==> src/rtl/crc_pkg.sv <==
package crc_pkg;

  // packet type field sits in the top two header bits
  localparam int TYPE_HI = 31;
  localparam int TYPE_LO = 30;

  typedef enum logic [1:0] {
    PK_CMD   = 2'b00,
    PK_FENCE = 2'b01
  } pkt_kind_e;

  typedef enum logic [1:0] {
    ST_HDR  = 2'd0,
    ST_BODY = 2'd1,
    ST_FVAL = 2'd2
  } dec_state_e;

endpackage

==> src/rtl/crc_ptr_track.sv <==
module crc_ptr_track #(
  parameter int IDX_W = 4,
  parameter int BATCH = 4
) (
  input  logic             clk,
  input  logic             rst_n,
  input  logic             wp_wr_en,
  input  logic [IDX_W-1:0] wp_wr_data,
  input  logic             take,
  input  logic             fence_flush,
  output logic [IDX_W-1:0] wp_q,
  output logic [IDX_W-1:0] rp_next,
  output logic [IDX_W-1:0] rp_report
);

  localparam int CNT_W = $clog2(BATCH + 1);

  logic [IDX_W-1:0] rp_q;
  logic [CNT_W-1:0] cnt_q;
  logic             batch_full;
  logic             drained;
  logic             publish;

  assign rp_next    = rp_q + IDX_W'(take);
  assign batch_full = (cnt_q == CNT_W'(BATCH - 1));
  assign drained    = (rp_next == wp_q);
  assign publish    = take && (batch_full || fence_flush || drained);

  always_ff @(posedge clk) begin
    if (!rst_n) begin
      wp_q <= '0;
    end else if (wp_wr_en) begin
      wp_q <= wp_wr_data;
    end
  end

  always_ff @(posedge clk) begin
    if (!rst_n) begin
      rp_q      <= '0;
      cnt_q     <= '0;
      rp_report <= '0;
    end else if (take) begin
      rp_q <= rp_next;
      if (publish) begin
        rp_report <= rp_next;
        cnt_q     <= '0;
      end else begin
        cnt_q <= cnt_q + CNT_W'(1);
      end
    end
  end

endmodule

==> src/rtl/crc_fetch.sv <==
module crc_fetch #(
  parameter int IDX_W = 4
) (
  input  logic             clk,
  input  logic             rst_n,
  input  logic [IDX_W-1:0] rp_next,
  input  logic [IDX_W-1:0] wp_q,
  input  logic             take,
  output logic             mem_rd_en,
  output logic [IDX_W-1:0] mem_rd_addr,
  output logic             word_valid
);

  logic pend_q;

  // a new read may start when no word is parked or the parked one leaves now
  assign mem_rd_en   = (!pend_q || take) && (rp_next != wp_q);
  assign mem_rd_addr = rp_next;
  assign word_valid  = pend_q;

  always_ff @(posedge clk) begin
    if (!rst_n) begin
      pend_q <= 1'b0;
    end else if (mem_rd_en) begin
      pend_q <= 1'b1;
    end else if (take) begin
      pend_q <= 1'b0;
    end
  end

endmodule

==> src/rtl/crc_decode.sv <==
module crc_decode
  import crc_pkg::*;
#(
  parameter int DATA_W = 32,
  parameter int LEN_W  = 16
) (
  input  logic              clk,
  input  logic              rst_n,
  input  logic              word_valid,
  input  logic [DATA_W-1:0] word_data,
  input  logic              cmd_ready,
  output logic              take,
  output logic              fence_flush,
  output logic              cmd_valid,
  output logic [DATA_W-1:0] cmd_data,
  output logic              cmd_last,
  output logic [DATA_W-1:0] fence_value,
  output logic              fence_irq,
  output logic              err_flag
);

  dec_state_e       st_q, st_d;
  logic [LEN_W-1:0] left_q, left_d;
  logic             out_free;
  logic             load;
  logic             load_last;
  logic             fence_wr;
  logic             err_set;
  logic [1:0]       kind;
  logic [LEN_W-1:0] hdr_len;

  assign out_free = !cmd_valid || cmd_ready;
  assign kind     = word_data[TYPE_HI:TYPE_LO];
  assign hdr_len  = word_data[LEN_W-1:0];

  always_comb begin
    st_d      = st_q;
    left_d    = left_q;
    take      = 1'b0;
    load      = 1'b0;
    load_last = 1'b0;
    fence_wr  = 1'b0;
    err_set   = 1'b0;
    unique case (st_q)
      ST_HDR: begin
        if (word_valid) begin
          if (kind == PK_CMD) begin
            if (out_free) begin
              take      = 1'b1;
              load      = 1'b1;
              load_last = (hdr_len == '0);
              left_d    = hdr_len;
              if (hdr_len != '0) st_d = ST_BODY;
            end
          end else if (kind == PK_FENCE) begin
            take = 1'b1;
            st_d = ST_FVAL;
          end else begin
            take    = 1'b1;
            err_set = 1'b1;
          end
        end
      end
      ST_BODY: begin
        if (word_valid && out_free) begin
          take      = 1'b1;
          load      = 1'b1;
          load_last = (left_q == LEN_W'(1));
          left_d    = left_q - LEN_W'(1);
          if (left_q == LEN_W'(1)) st_d = ST_HDR;
        end
      end
      ST_FVAL: begin
        // all earlier command words must have left the output register
        if (word_valid && !cmd_valid) begin
          take     = 1'b1;
          fence_wr = 1'b1;
          st_d     = ST_HDR;
        end
      end
      default: st_d = ST_HDR;
    endcase
  end

  assign fence_flush = fence_wr;

  always_ff @(posedge clk) begin
    if (!rst_n) begin
      st_q   <= ST_HDR;
      left_q <= '0;
    end else begin
      st_q   <= st_d;
      left_q <= left_d;
    end
  end

  always_ff @(posedge clk) begin
    if (!rst_n) begin
      cmd_valid <= 1'b0;
      cmd_data  <= '0;
      cmd_last  <= 1'b0;
    end else if (load) begin
      cmd_valid <= 1'b1;
      cmd_data  <= word_data;
      cmd_last  <= load_last;
    end else if (cmd_ready) begin
      cmd_valid <= 1'b0;
    end
  end

  always_ff @(posedge clk) begin
    if (!rst_n) begin
      fence_value <= '0;
      fence_irq   <= 1'b0;
      err_flag    <= 1'b0;
    end else begin
      fence_irq <= fence_wr;
      if (fence_wr) fence_value <= word_data;
      if (err_set) err_flag <= 1'b1;
    end
  end

endmodule

==> src/rtl/cmd_ring_consumer.sv <==
module cmd_ring_consumer #(
  parameter int IDX_W  = 4,
  parameter int BATCH  = 4,
  parameter int DATA_W = 32,
  parameter int LEN_W  = 16
) (
  input  logic              clk,
  input  logic              rst_n,
  input  logic              wp_wr_en,
  input  logic [IDX_W-1:0]  wp_wr_data,
  output logic              mem_rd_en,
  output logic [IDX_W-1:0]  mem_rd_addr,
  input  logic [DATA_W-1:0] mem_rd_data,
  output logic              cmd_valid,
  input  logic              cmd_ready,
  output logic [DATA_W-1:0] cmd_data,
  output logic              cmd_last,
  output logic [IDX_W-1:0]  rp_report,
  output logic [DATA_W-1:0] fence_value,
  output logic              fence_irq,
  output logic              err_flag
);

  logic [IDX_W-1:0] wp_q;
  logic [IDX_W-1:0] rp_next;
  logic             take;
  logic             fence_flush;
  logic             word_valid;

  crc_ptr_track #(.IDX_W(IDX_W), .BATCH(BATCH)) u_ptr (
    .clk         (clk),
    .rst_n       (rst_n),
    .wp_wr_en    (wp_wr_en),
    .wp_wr_data  (wp_wr_data),
    .take        (take),
    .fence_flush (fence_flush),
    .wp_q        (wp_q),
    .rp_next     (rp_next),
    .rp_report   (rp_report)
  );

  crc_fetch #(.IDX_W(IDX_W)) u_fetch (
    .clk         (clk),
    .rst_n       (rst_n),
    .rp_next     (rp_next),
    .wp_q        (wp_q),
    .take        (take),
    .mem_rd_en   (mem_rd_en),
    .mem_rd_addr (mem_rd_addr),
    .word_valid  (word_valid)
  );

  crc_decode #(.DATA_W(DATA_W), .LEN_W(LEN_W)) u_dec (
    .clk         (clk),
    .rst_n       (rst_n),
    .word_valid  (word_valid),
    .word_data   (mem_rd_data),
    .cmd_ready   (cmd_ready),
    .take        (take),
    .fence_flush (fence_flush),
    .cmd_valid   (cmd_valid),
    .cmd_data    (cmd_data),
    .cmd_last    (cmd_last),
    .fence_value (fence_value),
    .fence_irq   (fence_irq),
    .err_flag    (err_flag)
  );

endmodule

==> config.mk <==
export PLATFORM = sky130hd
export DESIGN_NAME = cmd_ring_consumer
export DESIGN_NICKNAME = d
export VERILOG_FILES = /design/src/rtl/crc_pkg.sv /design/src/rtl/crc_ptr_track.sv /design/src/rtl/crc_fetch.sv /design/src/rtl/crc_decode.sv /design/src/rtl/cmd_ring_consumer.sv
export SDC_FILE = /design/constraint.sdc
export NUM_CORES = 1
export LEC_CHECK = 0
export ABC_AREA = 1
export ABC_CLOCK_PERIOD_IN_PS = 3300
export BUFFER_PORTS_ARGS = -buffer_cell sky130_fd_sc_hd__clkbuf_2
export CAP_MARGIN = 20
export CORE_ASPECT_RATIO = 0.75
export CORE_MARGIN = 8
export CORE_UTILIZATION = 40
export CTS_CLUSTER_SIZE = 14
export DETAILED_ROUTE_END_ITERATION = 8
export PLACE_DENSITY = 0.74
export SLEW_MARGIN = 40
export SYNTH_ARGS = -nofsm -noshare
export SYNTH_HDL_FRONTEND = slang
export SYNTH_SLANG_ARGS = --single-unit
==> constraint.sdc <==
create_clock -name clk -period 3.3 [get_ports clk]
set_input_delay 0.165 -clock clk [delete_from_list [all_inputs] [get_ports clk]]
set_output_delay 0.165 -clock clk [all_outputs]
set_load 0.01 [all_outputs]
# --- After elaboration in Yosys (flattened, before gate mapping) ---
# Cells that the tools add are included.
totals:
  regBits: 102
  out_inout_bits: 77
classes:
  addsub: 3
  n_eq_ne: 16
  n_mux: 38
  reduce_logical: 20
ops:
  columns: ["op", "n"]
  rows:
  - ["16-bit two-way mux", 4]
  - ["16-bit case mux with 2 select lines", 1]
  - ["1-bit two-way mux", 20]
  - ["16-bit by 1-bit equality test with 1-bit output (second input constant)", 1]
  - ["16-bit zero test", 1]
  - ["2-bit two-way mux", 8]
  - ["16-bit nonzero test", 1]
  - ["16-bit by 1-bit subtractor with 16-bit output (second input constant)", 1]
  - ["2-bit by 1-bit inequality test with 1-bit output (second input constant)", 5]
  - ["7-bit AND reduction", 1]
  - ["2-bit case mux with 3 select lines", 1]
  - ["2-bit nonzero test", 3]
  - ["5-bit AND reduction", 1]
  - ["4-bit by 1-bit adder with 4-bit output", 1]
  - ["2-bit by 1-bit equality test with 1-bit output (second input constant)", 2]
  - ["4-bit equality test", 1]
  - ["1-bit logical AND", 4]
  - ["2-bit zero test", 2]
  - ["1-bit logical OR", 4]
  - ["4-bit inequality test", 1]
  - ["1-bit case mux with 2 select lines", 2]
  - ["3-bit by 1-bit adder with 3-bit output (second input constant)", 1]
  - ["3-bit by 2-bit equality test with 1-bit output (second input constant)", 1]
  - ["3-bit two-way mux", 1]
  - ["other kinds (8)", 9]

# --- Longest topological paths before layout ---
# Gate-level depths: netlist of the first run.
depth:
  ltp_word: 11
  ltp_mapped: 19
  mapped_depth_nobuf: 18

# --- Modules after synthesis ---
# From an unflattened synthesis of the first run, not the netlist that was laid out.
hier_totals:
  cells_unflattened: 649
  area_unflattened_um2: 4662.0
by_module_without_submodules:
  columns: ["mod", "n_inst", "cells_each", "area_each_um2", "seq_area_each_um2"]
  rows:
  - ["crc_decode", 1, 512, 3734.8, 1721.7]
  - ["crc_ptr_track", 1, 104, 762.0, 300.3]
  - ["crc_fetch", 1, 33, 165.2, 20.0]

# --- Worst setup path after synthesis of the first run ---
# Ideal clock, no wire load.
synth_path:
  path_type: "reg-to-reg"
  from: "reg u_dec.cmd_valid"
  to: "reg u_ptr.rp_report[0]"
  setup_ns: 0.109
  arrival_time_ns: 2.324
  path_slack_ns: 0.867
  path_stages_with_launch: 17
  path_cell_list: "dfxtp_1 -> inv_1 -> nor2_4 -> nand2_1 -> nand3_1 -> nand3_4 -> buf_6 -> ha_1 -> ha_1 -> xnor2_1 -> nand2_1 -> nor2_1 -> nand2_1 -> nand3_1 -> nand2_1 -> nand2_1 -> inv_1"
synth_between:
  elab_chain_len: 11
synth_rtl:
  columns: ["item", "line_no", "source"]
  rows:
  - ["start: declaration", "crc_decode.sv:14", "output logic cmd_valid,"]
  - ["start signal: assignment", "crc_decode.sv:99", "cmd_valid <= 1'b0;"]
  - ["start signal: assignment", "crc_decode.sv:103", "cmd_valid <= 1'b1;"]
  - ["start signal: assignment", "crc_decode.sv:107", "cmd_valid <= 1'b0;"]
  - ["1-bit zero test (*)", "crc_decode.sv:32, crc_decode.sv:75", null]
  - ["1-bit logical OR", "crc_decode.sv:32", "assign out_free = !cmd_valid || cmd_ready;"]
  - ["1-bit two-way mux", "crc_decode.sv:48", "if (out_free) begin"]
  - ["1-bit two-way mux", "crc_decode.sv:47", "if (kind == PK_CMD) begin"]
  - ["1-bit two-way mux", "crc_decode.sv:46", "if (word_valid) begin"]
  - ["1-bit case mux with 3 select lines (*)", "crc_decode.sv:44", "unique case (st_q)"]
  - ["via take", "cmd_ring_consumer.sv:26", "logic take;"]
  - ["4-bit by 1-bit adder with 4-bit output (*)", "crc_ptr_track.sv:24", "assign rp_next = rp_q + IDX_W'(take);"]
  - ["via mem_rd_addr[1]", "cmd_ring_consumer.sv:12", "output logic [IDX_W-1:0] mem_rd_addr,"]
  - ["4-bit equality test (*)", "crc_ptr_track.sv:26", "assign drained = (rp_next == wp_q);"]
  - ["1-bit logical OR (*)", "crc_ptr_track.sv:27", "assign publish = take && (batch_full || fence_flush || drained);"]
  - ["1-bit logical AND (*)", "crc_ptr_track.sv:27", null]
  - ["2-bit AND reduction (no source line) (*)", null, null]
  - ["end signal: assignment", "crc_ptr_track.sv:45", "rp_report <= rp_next;"]
  - ["end: declaration", "crc_ptr_track.sv:13", "output logic [IDX_W-1:0] rp_report"]
# Mark *: on every way through the listed nets, which the timed path passes. The rest lies on a longest branch.
# A chain may end at the register's enable or synchronous reset.

# --- Worst setup path after layout of the first run ---
layout_path:
  from: "reg u_dec.cmd_valid"
  to: "out mem_rd_en"
layout_between:
  elab_chain_len: 9
layout_rtl:
  columns: ["item", "line_no", "source"]
  rows:
  - ["1-bit zero test (*)", "crc_decode.sv:32, crc_decode.sv:75", null]
  - ["1-bit logical OR", "crc_decode.sv:32", null]
  - ["1-bit two-way mux", "crc_decode.sv:48", null]
  - ["1-bit two-way mux", "crc_decode.sv:47", null]
  - ["1-bit two-way mux", "crc_decode.sv:46", null]
  - ["1-bit case mux with 3 select lines (*)", "crc_decode.sv:44", null]
  - ["4-bit by 1-bit adder with 4-bit output", "crc_ptr_track.sv:24", null]
  - ["4-bit inequality test", "crc_fetch.sv:17", "assign mem_rd_en = (!pend_q || take) && (rp_next != wp_q);"]
  - ["1-bit logical AND (*)", "crc_fetch.sv:17", null]
  - ["end: declaration", "cmd_ring_consumer.sv:11", "output logic mem_rd_en,"]
# Mark *: on every way between the ends. The rest lies on a longest branch, timed or not.

==> flow_metrics.py, run 1 <==
metrics = {
    "worst_setup_path": {
        "critPathCaptureType": "primary output",
        "crit_slowest_cell": "dfxtp_1",
        "cp-start-kind": "flip-flop",
        "cpMostUsedCell": "nand2_1",
        "arrival_ns": 2.84,
        "worstSetupPathType": "reg -> out",
        "path_cells": "inv_1 -> nor2_4 -> nand2_1 -> nand3_1 -> nand3_4 -> ha_1 -> ha_1 -> xnor2_1 -> nand2_1 -> nor2_1 -> nand2_1 -> o21ai_0 -> inv_1 -> clkbuf_2",
        "rr_worst_depth": 15,
        "endpoint": "mem_rd_en",
        "crit_fanout": 17,
        "reg2reg_slack_ns": 0.70,
        "regToRegStartpoint": "u_dec.cmd_valid",
        "critical_path_required_ns": 3.13,
        "setup.worst_path.start": "u_dec.cmd_valid",
        "critPathMaxStageDelay_ns": 0.37,
        "r2r-end": "u_ptr.rp_report[3]",
    },
    "synth": {
        "synth-seq-cells": 102,
        "synth.largest_area_cell": "dfxtp_1",
        "syn_area_um2": 4540,
        "netlist_instances": 629,
        "synth_nets": 675,
        "ys_warn_count": 0,
        "netlist_top_cells_area": "dfxtp_1 45%, nor2_1 10%, o21ai_0 8.3%, nand2_1 7.9%, a21oi_1 6.7%",
        "synthDistinctLibCells": 34,
        "ys_seq_area_frac": 0.450,
        "avgSynthCellArea_um2": 7.22,
        "synth_top_area_share": 0.450,
    },
    "cts": {
        "clkTransAtPathRegs_ns": 0.06,
        "root_buffer": "clkbuf_16",
        "hold_buffers": 0,
        "numClockSinks": 102,
        "cts_made_buffers": 9,
        "clockBufferDepth": 2,
        "tritoncts": "built",
        "h-tree-depth": 3,
        "clock_latency_ns": 0.34,
    },
    "finish": {
        "diodes": 0,
        "syn2layout_area_growth_pct": 21.2,
        "num-nets-final": 780,
        "final_core_util": 0.501,
        "final_common_cell": "nor2_1",
        "final_area_um2": 5500,
        "fill_cells": 1096,
        "drive_above_1_share": 0.220,
        "final_cell_mix": "123 x nor2_1, 116 x clkbuf_2, 102 x dfxtp_1, 95 x nand2_1, 75 x o21ai_0",
    },
    "placement": {
        "gp_congestion": 0.879,
        "dp_hpwl_mm": 8.77,
        "portBuffers": 116,
        "postPlaceCellArea_um2": 5160,
    },
    "drt": {
        "via_count": 4360,
        "routed_wirelength_mm": 12.4,
        "post_drt_wl_per_cell_um": 14.1,
        "ant_nets": 0,
        "vias_per_cell": 4.97,
        "firstDrtPassIters": 5,
        "first_iter_violations": 337,
        "drc_errors": 0,
    },
    "sta": {
        "fin_worst_skew_ns": 0.00605,
        "worstMarginPinSlew_ns": 0.627,
        "setup_tns_ns": 0,
        "period_minus_slack_ns": 3.01,
        "rsz0062_at_grt": "false",
        "hold_viol": 0,
        "fmax_mhz": 333,
        "fin_crit_sh": 0.911,
        "timing.slew.headroom": 0.582,
        "setup_viol_count_final": 0,
        "drv_slew": 0,
    },
    "floorplan": {
        "io_pins": 117,
        "fp.dieH_um": 108,
        "floorplan.die_area_um2": 15100,
        "die_x_um": 139,
        "start_util": 0.414,
        "fp.coreArea_um2": 11000,
        "row_count": 33,
    },
    "global_route": {
        "grt_remaining_overflow": 0,
        "antenna_found_initial": 0,
        "grt_pass1_wl_mm": 20.5,
        "grt_usage": 0.166,
        "grt_pass1_vias": 4047,
        "grt_max_degree": 72,
    },
    "min_path": {
        "hold_path_class": "in -> reg",
    },
    "pwr": {
        "p_leak_nw": 2.65,
        "p_per_area_nw_per_um2": 902,
        "finalPower_w": 0.00497,
        "vdd_drop_max_mv": 0.356,
    },
    "job": {
        "cap_violations": 0,
    },
    "status": {
        "status": "finished clean",
    },
}
-- worst max-delay path, delay by kind of cell, from the launching register on --
family	cells	cell delay [ns]
and+or+nand+nor	7	0.91
xor gates and xnor gates	1	0.16
adders and majority gates	2	0.64
buffers and inverters	3	0.27
DFF	1	0.37
AOI/OAI and AO/OA	1	0.15
-- state kept, by name, indices dropped and copies added (netlist names), 2 cells and up --
signal and flops:
u_dec.st_q 2, u_dec.left_q 16, u_ptr.wp_q 4, u_ptr.rp_report 4, u_dec.fence_value 32, u_dec.cmd_data 32
u_ptr.rp_q 4, u_ptr.cnt_q 3
-- cells in the mapped netlist (all sizes together) --
| cell type | n |
|---|---|
| o211ai | 3 |
| a211oi | 1 |
| or2 | 1 |
| a21oi | 62 |
| ha | 6 |
| buf | 19 |
| inv | 60 |
| clkbuf | 11 |
| nor2 | 131 |
| nand2 | 99 |
| a31oi | 1 |
| nand4 | 5 |
| o21ai | 92 |
| nor3 | 1 |
| dfxtp | 102 |
| xnor2 | 2 |
| nand3 | 33 |
-- per-layer routing --
layer,up-vias,share of wire,track usage
li1,2242,-,-
met1,1958,0.49,0.224
met2,140,0.42,0.253
met3,20,0.076,0.0511
met4,0,0.016,0.0500
met5,-,0,0
-- power breakdown --
group	internal, W	total [W]	switching, W
Sequential	0.00158	0.00181	0.000233
Combinational	0.000733	0.00205	0.00131
Clock	0.000675	0.00111	0.000435
Total	0.00298	0.00497	0.00198
-- worst min path at each step --
stage	startpoint	to	cells after the start
finish	mem_rd_data[21]	u_dec.cmd_data[21]	3
global route	mem_rd_data[21]	u_dec.cmd_data[21]	3
CTS	mem_rd_data[21]	u_dec.cmd_data[21]	3
detailed placement	wp_wr_data[1]	u_ptr.wp_q[1]	3
global placement	mem_rd_data[22]	u_dec.cmd_data[22]	3
floorplan	wp_wr_data[1]	u_ptr.wp_q[1]	2
-- stage by stage --
stage / hold slack (ns) / std cells / setup slack [ns]
finish: 0.0652 / 877 / 0.294
global route: 0.0612 / 877 / 0.0292
CTS: 0.0551 / 873 / 0.104
detailed placement: 0.404 / 859 / 0.490
global placement: 0.406 / 858 / 0.551
floorplan: 0.300 / 629 / 0.867
-- area by class of cell --
type / instances / area [um^2] / area share
Clock buffer: 10 / 239 / 0.0434
Clock inverter: 4 / 72.6 / 0.0132
Inverter: 60 / 225 / 0.0409
Multi-Input combinational cell: 438 / 2100 / 0.381
Sequential cell: 102 / 2040 / 0.371
Tap cell: 140 / 175 / 0.0318
Timing Repair Buffer: 123 / 653 / 0.119
-- what timing repair did --
action                                  4_1_cts  5_1_grt
resized for setup                             0        0
buffers inserted                              0        3
endpoints found under the hold margin         0        0
endpoints found under the setup margin        0        1
-- logic make-up (layout without fill, tap and decap cells) --
| logic type | count (synthesis) | in the layout | share of synthesized area |
|---|---|---|---|
| AO/OA/AOI/OAI | 159 | 159 | 0.182 |
| buffers and inverters | 90 | 197 | 0.0901 |
| XOR/XNOR | 2 | 2 | 0.00386 |
| adder cells (fa/ha/maj) | 6 | 6 | 0.0165 |
| flip-flops | 102 | 102 | 0.450 |
| AND/OR/NAND/NOR | 270 | 271 | 0.258 |
Note: power is estimated with default switching activity, not from simulation.
==> run 2: changes to the inputs <==
--- a/config.mk
+++ b/config.mk
@@ -5,7 +5,7 @@
 export SDC_FILE = /design/constraint.sdc
 export NUM_CORES = 1
 export LEC_CHECK = 0
-export ABC_AREA = 1
+export ABC_AREA = 0
 export ABC_CLOCK_PERIOD_IN_PS = 3300
 export BUFFER_PORTS_ARGS = -buffer_cell sky130_fd_sc_hd__clkbuf_2
 export CAP_MARGIN = 20
@@ -14,7 +14,7 @@
 export CORE_UTILIZATION = 40
 export CTS_CLUSTER_SIZE = 14
 export DETAILED_ROUTE_END_ITERATION = 8
-export PLACE_DENSITY = 0.74
+export PLACE_DENSITY = 0.75
 export SLEW_MARGIN = 40
 export SYNTH_ARGS = -nofsm -noshare
 export SYNTH_HDL_FRONTEND = slang
==> flow_metrics.py, run 2 <==
metrics = {
    "synth": {
        "netlist_instances": 556,
        "synth-seq-cells": 102,
        "synth_commonest_cells": "152 x nand2_1, 102 x dfxtp_1, 96 x a21oi_1",
        "yosysMostFrequentCell": "nand2_1",
        "synthFlopType": "dfxtp_1",
        "synth_top_area_share": 0.471,
        "synth.largest_area_cell": "dfxtp_1",
        "synth_edf_count": 0,
        "ys_seq_area_frac": 0.471,
        "async_reset_ff_frac": 0,
        "synth_nets": 602,
        "synthDistinctLibCells": 49,
        "ys_warn_count": 0,
        "avgSynthCellArea_um2": 7.80,
        "syn_area_um2": 4340,
        "netlist_top_cells_area": "dfxtp_1 47%, nand2_1 13%, a21oi_1 11%, nor2_1 2.9%, clkbuf_1 2.2%",
    },
    "global_route": {
        "grt_remaining_overflow": 0,
        "antenna_found_initial": 0,
        "grt_usage": 0.182,
        "grt_pass1_wl_mm": 21.5,
        "grt_max_degree": 56,
        "grt_pass1_vias": 4349,
    },
    "floorplan": {
        "fp.dieH_um": 106,
        "io_pins": 117,
        "die_x_um": 136,
        "floorplan.die_area_um2": 14500,
        "row_count": 33,
        "start_util": 0.404,
        "fp.coreArea_um2": 10700,
    },
    "cts": {
        "clockBufferDepth": 2,
        "clock_latency_ns": 0.34,
        "cts_made_buffers": 9,
        "root_buffer": "clkbuf_16",
        "hold_buffers": 0,
        "numClockSinks": 102,
        "h-tree-depth": 3,
        "clkTransAtPathRegs_ns": 0.07,
        "tritoncts": "built",
    },
    "finish": {
        "fill_cells": 1017,
        "final_core_util": 0.505,
        "num-nets-final": 703,
        "largestRegisters": "u_dec.cmd_data: 32 flops, u_dec.fence_value: 32 flops, u_dec.left_q: 16 flops",
        "final_area_um2": 5420,
        "final_cell_mix": "152 x nand2_1, 116 x clkbuf_2, 100 x dfxtp_1, 96 x a21oi_1, 33 x nor2_1",
        "drive_above_1_share": 0.242,
        "final_cells": 802,
        "final_common_cell": "nand2_1",
        "diodes": 0,
        "syn2layout_area_growth_pct": 25.1,
    },
    "sta": {
        "worstMarginPinSlew_ns": 0.766,
        "setup_viol_count_final": 0,
        "fin_ws_ns": 0.306,
        "fin_worst_skew_ns": 0.00848,
        "timing.slew.headroom": 0.489,
        "fmax_mhz": 334,
        "period_minus_slack_ns": 2.99,
        "rsz0062_at_grt": "false",
        "fin_crit_sh": 0.907,
        "hold_viol": 0,
        "drv_slew": 0,
        "setup_tns_ns": 0,
    },
    "placement": {
        "postPlaceCellArea_um2": 5040,
        "gp_congestion": 0.919,
        "dp_hpwl_mm": 9.60,
        "dpl.cell_count": 786,
        "dp_slack_ns": 0.264,
        "portBuffers": 116,
    },
    "worst_setup_path": {
        "arrival_ns": 2.83,
        "regToRegStartpoint": "u_dec.st_q[1]",
        "worstSetupPathType": "reg -> out",
        "critPathMaxStageDelay_ns": 0.55,
        "crit_fanout": 11,
        "cp-start-kind": "flip-flop",
        "setup.worst_path.start": "u_fetch.word_valid",
        "critical_path_required_ns": 3.13,
        "critPathCaptureType": "primary output",
        "reg2reg_slack_ns": 0.51,
        "crit_slowest_cell": "dfxtp_1",
        "path_cells": "nand2b_1 -> nor2_1 -> nor2_1 -> inv_2 -> ha_1 -> ha_1 -> xor2_2 -> xor2_2 -> nor3_1 -> a21oi_1 -> clkbuf_2",
    },
    "drt": {
        "first_iter_violations": 273,
        "firstDrtPassIters": 5,
        "ant_nets": 0,
        "post_drt_wl_per_cell_um": 16.3,
        "routed_wirelength_mm": 13.1,
        "drc_errors": 0,
        "via_count": 4361,
        "vias_per_cell": 5.44,
    },
    "pwr": {
        "vdd_drop_max_mv": 0.430,
        "p_per_area_nw_per_um2": 821,
        "p_leak_nw": 2.19,
    },
    "job": {
        "cap_violations": 0,
    },
    "min_path": {
        "min-delay-start": "mem_rd_data[16]",
        "hold_path_class": "in -> reg",
    },
    "status": {
        "status": "finished clean",
    },
}
==> run 2: changes by cell type after synthesis, moves of 15 or more <==
cell,before,now
a21oi_1,61,96
inv_1,54,5
nand2_1,95,152
nand3_1,31,11
nor2_1,123,33
o21ai_0,75,18
o21ai_1,16,1
==> run 2: where the power goes <==
part,internal (W),switching [W]
clock network,0.000806,0.000451
logic,0.000592,0.000991
registers,0.00143,0.000179
total,0.00283,0.00162
==> run 2: worst paths after layout <==
| path | to | cells past startpoint |
|---|---|---|
| max | mem_rd_en | 11 |
| min | u_dec.fence_value[16] | 3 |
| max reg2reg | u_ptr.rp_report[3] | 11 |
| min reg2reg | u_ptr.cnt_q[2] | 2 |
==> run 2: per-layer routing <==
metal,track usage,part of all wire,vias to the layer above
li1,-,-,2101
met1,0.225,0.43,2065
met2,0.306,0.48,181
met3,0.0566,0.088,14
met4,0.0414,0.0089,0
met5,0,0,-
==> run 2: cell families (layout without fill, tap and decap cells) <==
kind of cell    Yosys count  in the layout  share of synthesized area
compound gates          144            144                      0.186
fa+ha+maj                 6              6                     0.0173
flops                   102            102                      0.471
mux                       6              6                     0.0139
buf+inv                  45            151                     0.0421
xor+xnor                  9              9                     0.0199
simple gates            244            244                      0.250
==> run 2: layout make-up <==
| cell class | instances | area (um^2) | area share |
|---|---|---|---|
| sequential | 102 | 2040 | 0.377 |
| timing repair buffer | 128 | 671 | 0.124 |
| clock buffer | 12 | 267 | 0.0491 |
| clock inverter | 4 | 98.8 | 0.0182 |
| inverter | 7 | 28.8 | 0.00531 |
| tap | 140 | 175 | 0.0323 |
| multi-input combinational | 409 | 2140 | 0.394 |
==> run 2: metrics by stage <==
step | hold slack, ns | power, W
final | 0.0570 | 0.00445
after floorplan | 0.283 | 0.00268
after global routing | 0.0440 | 0.00474
after detailed placement | 0.407 | 0.00319
after global placement | 0.399 | 0.00313
after CTS | 0.0382 | 0.00446
==> run 2: worst max-delay path, delay by kind of cell (launching register included) <==
family,cells,cell delay [ns]
flops,1,0.55
buf+inv,2,0.29
fa+ha+maj,2,0.42
compound gates,1,0.18
simple gates,4,0.58
xor+xnor,2,0.47
==> run 2: repair_timing <==
action	in CTS	in global routing
endpoints found under the setup margin	0	7
buffers inserted	0	0
resized for setup	0	5
==> run 3: changes to the inputs <==
--- a/config.mk
+++ b/config.mk
@@ -11,11 +11,11 @@
 export CAP_MARGIN = 20
 export CORE_ASPECT_RATIO = 0.75
 export CORE_MARGIN = 8
-export CORE_UTILIZATION = 40
+export CORE_UTILIZATION = 33
 export CTS_CLUSTER_SIZE = 14
 export DETAILED_ROUTE_END_ITERATION = 8
-export PLACE_DENSITY = 0.75
-export SLEW_MARGIN = 40
+export PLACE_DENSITY = 0.65
+export SLEW_MARGIN = 0
 export SYNTH_ARGS = -nofsm -noshare
 export SYNTH_HDL_FRONTEND = slang
 export SYNTH_SLANG_ARGS = --single-unit
==> flow_metrics.py, run 3 (synthesis gave the netlist of run 2 again) <==
metrics = {
    "status": {
        "status": "finished clean",
    },
    "finish": {
        "largestRegisters": "u_dec.cmd_data: 32 flops, u_dec.fence_value: 32 flops, u_dec.left_q: 16 flops",
        "syn2layout_area_growth_pct": 24.0,
        "multi_input_area_um2": 2130,
        "drive_above_1_share": 0.230,
        "num-nets-final": 699,
        "final_cell_mix": "152 x nand2_1, 116 x clkbuf_2, 100 x dfxtp_1, 96 x a21oi_1, 33 x nor2_1",
        "fill_cells": 1326,
        "final-seq-area_um2": 2040,
        "final_common_cell": "nand2_1",
    },
    "drt": {
        "vias_per_cell": 5.21,
        "ant_nets": 0,
        "via_count": 4321,
        "firstDrtPassIters": 4,
        "first_iter_violations": 303,
        "drc_errors": 0,
        "routed_wirelength_mm": 13.4,
        "post_drt_wl_per_cell_um": 16.1,
    },
    "cts": {
        "clockBufferDepth": 2,
        "numClockSinks": 102,
        "cts_setup_buffers": 0,
        "h-tree-depth": 3,
        "tritoncts": "built",
        "root_buffer": "clkbuf_16",
        "clkTransAtPathRegs_ns": 0.07,
        "clock_latency_ns": 0.35,
        "cts_made_buffers": 9,
    },
    "sta": {
        "worstMarginPinSlew_ns": 0.843,
        "setup_tns_ns": 0,
        "fmax_mhz": 337,
        "fin_ws_ns": 0.333,
        "setup_viol_count_final": 0,
        "drv_slew": 0,
        "period_minus_slack_ns": 2.97,
        "fin_worst_skew_ns": 0.0111,
        "fin_crit_sh": 0.899,
        "hold_viol": 0,
        "timing.slew.headroom": 0.437,
        "rsz0062_at_grt": "false",
    },
    "pwr": {
        "p_leak_nw": 2.15,
        "p_per_area_nw_per_um2": 788,
        "vdd_drop_max_mv": 0.353,
    },
    "global_route": {
        "grt_max_degree": 54,
        "grt_remaining_overflow": 0,
        "grt_pass1_vias": 4179,
        "grt_usage": 0.158,
        "antenna_found_initial": 0,
        "grt_pass1_wl_mm": 21.7,
    },
    "placement": {
        "portBuffers": 116,
        "dp_hpwl_mm": 9.61,
        "gp_congestion": 0.850,
        "dp_slack_ns": 0.284,
    },
    "floorplan": {
        "row_count": 36,
        "floorplan.die_area_um2": 17100,
        "fp.coreArea_um2": 12900,
        "fp.dieH_um": 115,
        "start_util": 0.335,
        "io_pins": 117,
        "die_x_um": 148,
    },
    "worst_setup_path": {
        "path_cells": "nand2b_1 -> nor2_1 -> nor2_1 -> inv_2 -> ha_1 -> ha_1 -> xor2_2 -> xor2_1 -> nor3_1 -> a21oi_1 -> clkbuf_2",
        "worstSetupPathType": "reg -> out",
        "arrival_ns": 2.80,
        "critPathMaxStageDelay_ns": 0.54,
        "critical_path_required_ns": 3.13,
        "crit_fanout": 11,
        "crit_slowest_cell": "dfxtp_1",
        "cp-start-kind": "flip-flop",
        "cpLargestDelayFamily": "simple AND/OR/NAND/NOR gates",
        "critPathCaptureType": "primary output",
        "cp_num_buf_inv": 2,
    },
    "job": {
        "cap_violations": 0,
    },
    "min_path": {
        "hold_path_class": "in -> reg",
    },
}
-- run 3: changes by cell type in the layout (fill, tap and decap cells not counted), moves of 2 or more --
| cell | delta |
|---|---|
| buf_4 | -6 |
| clkinv_2 | +2 |
| clkbuf_8 | -2 |
| bufinv_16 | -2 |
-- run 3: tightest hold or removal path, stage by stage --
cell      delay [ns]
clkbuf_2        0.09
nand2_1         0.05
a21oi_1         0.05
-- run 3: path summary, 6_finish.rpt --
path	slack, ns	end	from	cells past startpoint
min	0.05	u_dec.cmd_data[27]	mem_rd_data[27]	3
min reg2reg	0.45	u_dec.fence_value[10]	u_dec.fence_value[10]	2
max reg2reg	0.56	u_ptr.cnt_q[2]	u_fetch.word_valid	11
max	0.33	mem_rd_en	u_fetch.word_valid	11
-- run 3: repair_timing --
action,4_1_cts,5_1_grt
hold buffers,0,0
setup endpoints to repair,0,5
resized for setup,0,3
-- run 3: routing by layer --
layer	wire length, um	track usage	up-vias
li1	-	-	2088
met1	5930	0.195	2055
met2	6150	0.249	158
met3	1060	0.0574	20
met4	243	0.0603	0
met5	0	0	-
-- run 3: layout make-up --
| class | instances | area share |
|---|---|---|
| multi-input combinational | 409 | 0.395 |
| antenna | 1 | 0.000465 |
| clock inverter | 4 | 0.00884 |
| sequential | 102 | 0.380 |
| tap | 171 | 0.0398 |
| clock buffer | 11 | 0.0451 |
| timing repair buffer | 124 | 0.125 |
| inverter | 7 | 0.00489 |
-- run 3: report_power, final --
part           switching [W]  leakage (nW)  total (W)  internal [W]
Combinational       0.000983          1.18    0.00157      0.000583
Clock               0.000456         0.141    0.00106      0.000602
Sequential          0.000179         0.829    0.00161       0.00143
Total                0.00162          2.15    0.00424       0.00262
-- run 3: metrics by stage --
stage               cell area, um^2  power, W  hold WS [ns]   util  instances
floorplan                      4340   0.00268         0.283      -        556
global placement               5050   0.00314         0.396  0.391        812
detailed placement             5080   0.00319         0.414  0.393        813
CTS                            5370   0.00427        0.0390  0.416        828
global route                   5370   0.00453        0.0541  0.416        828
finish                         5380   0.00424        0.0538  0.416        829
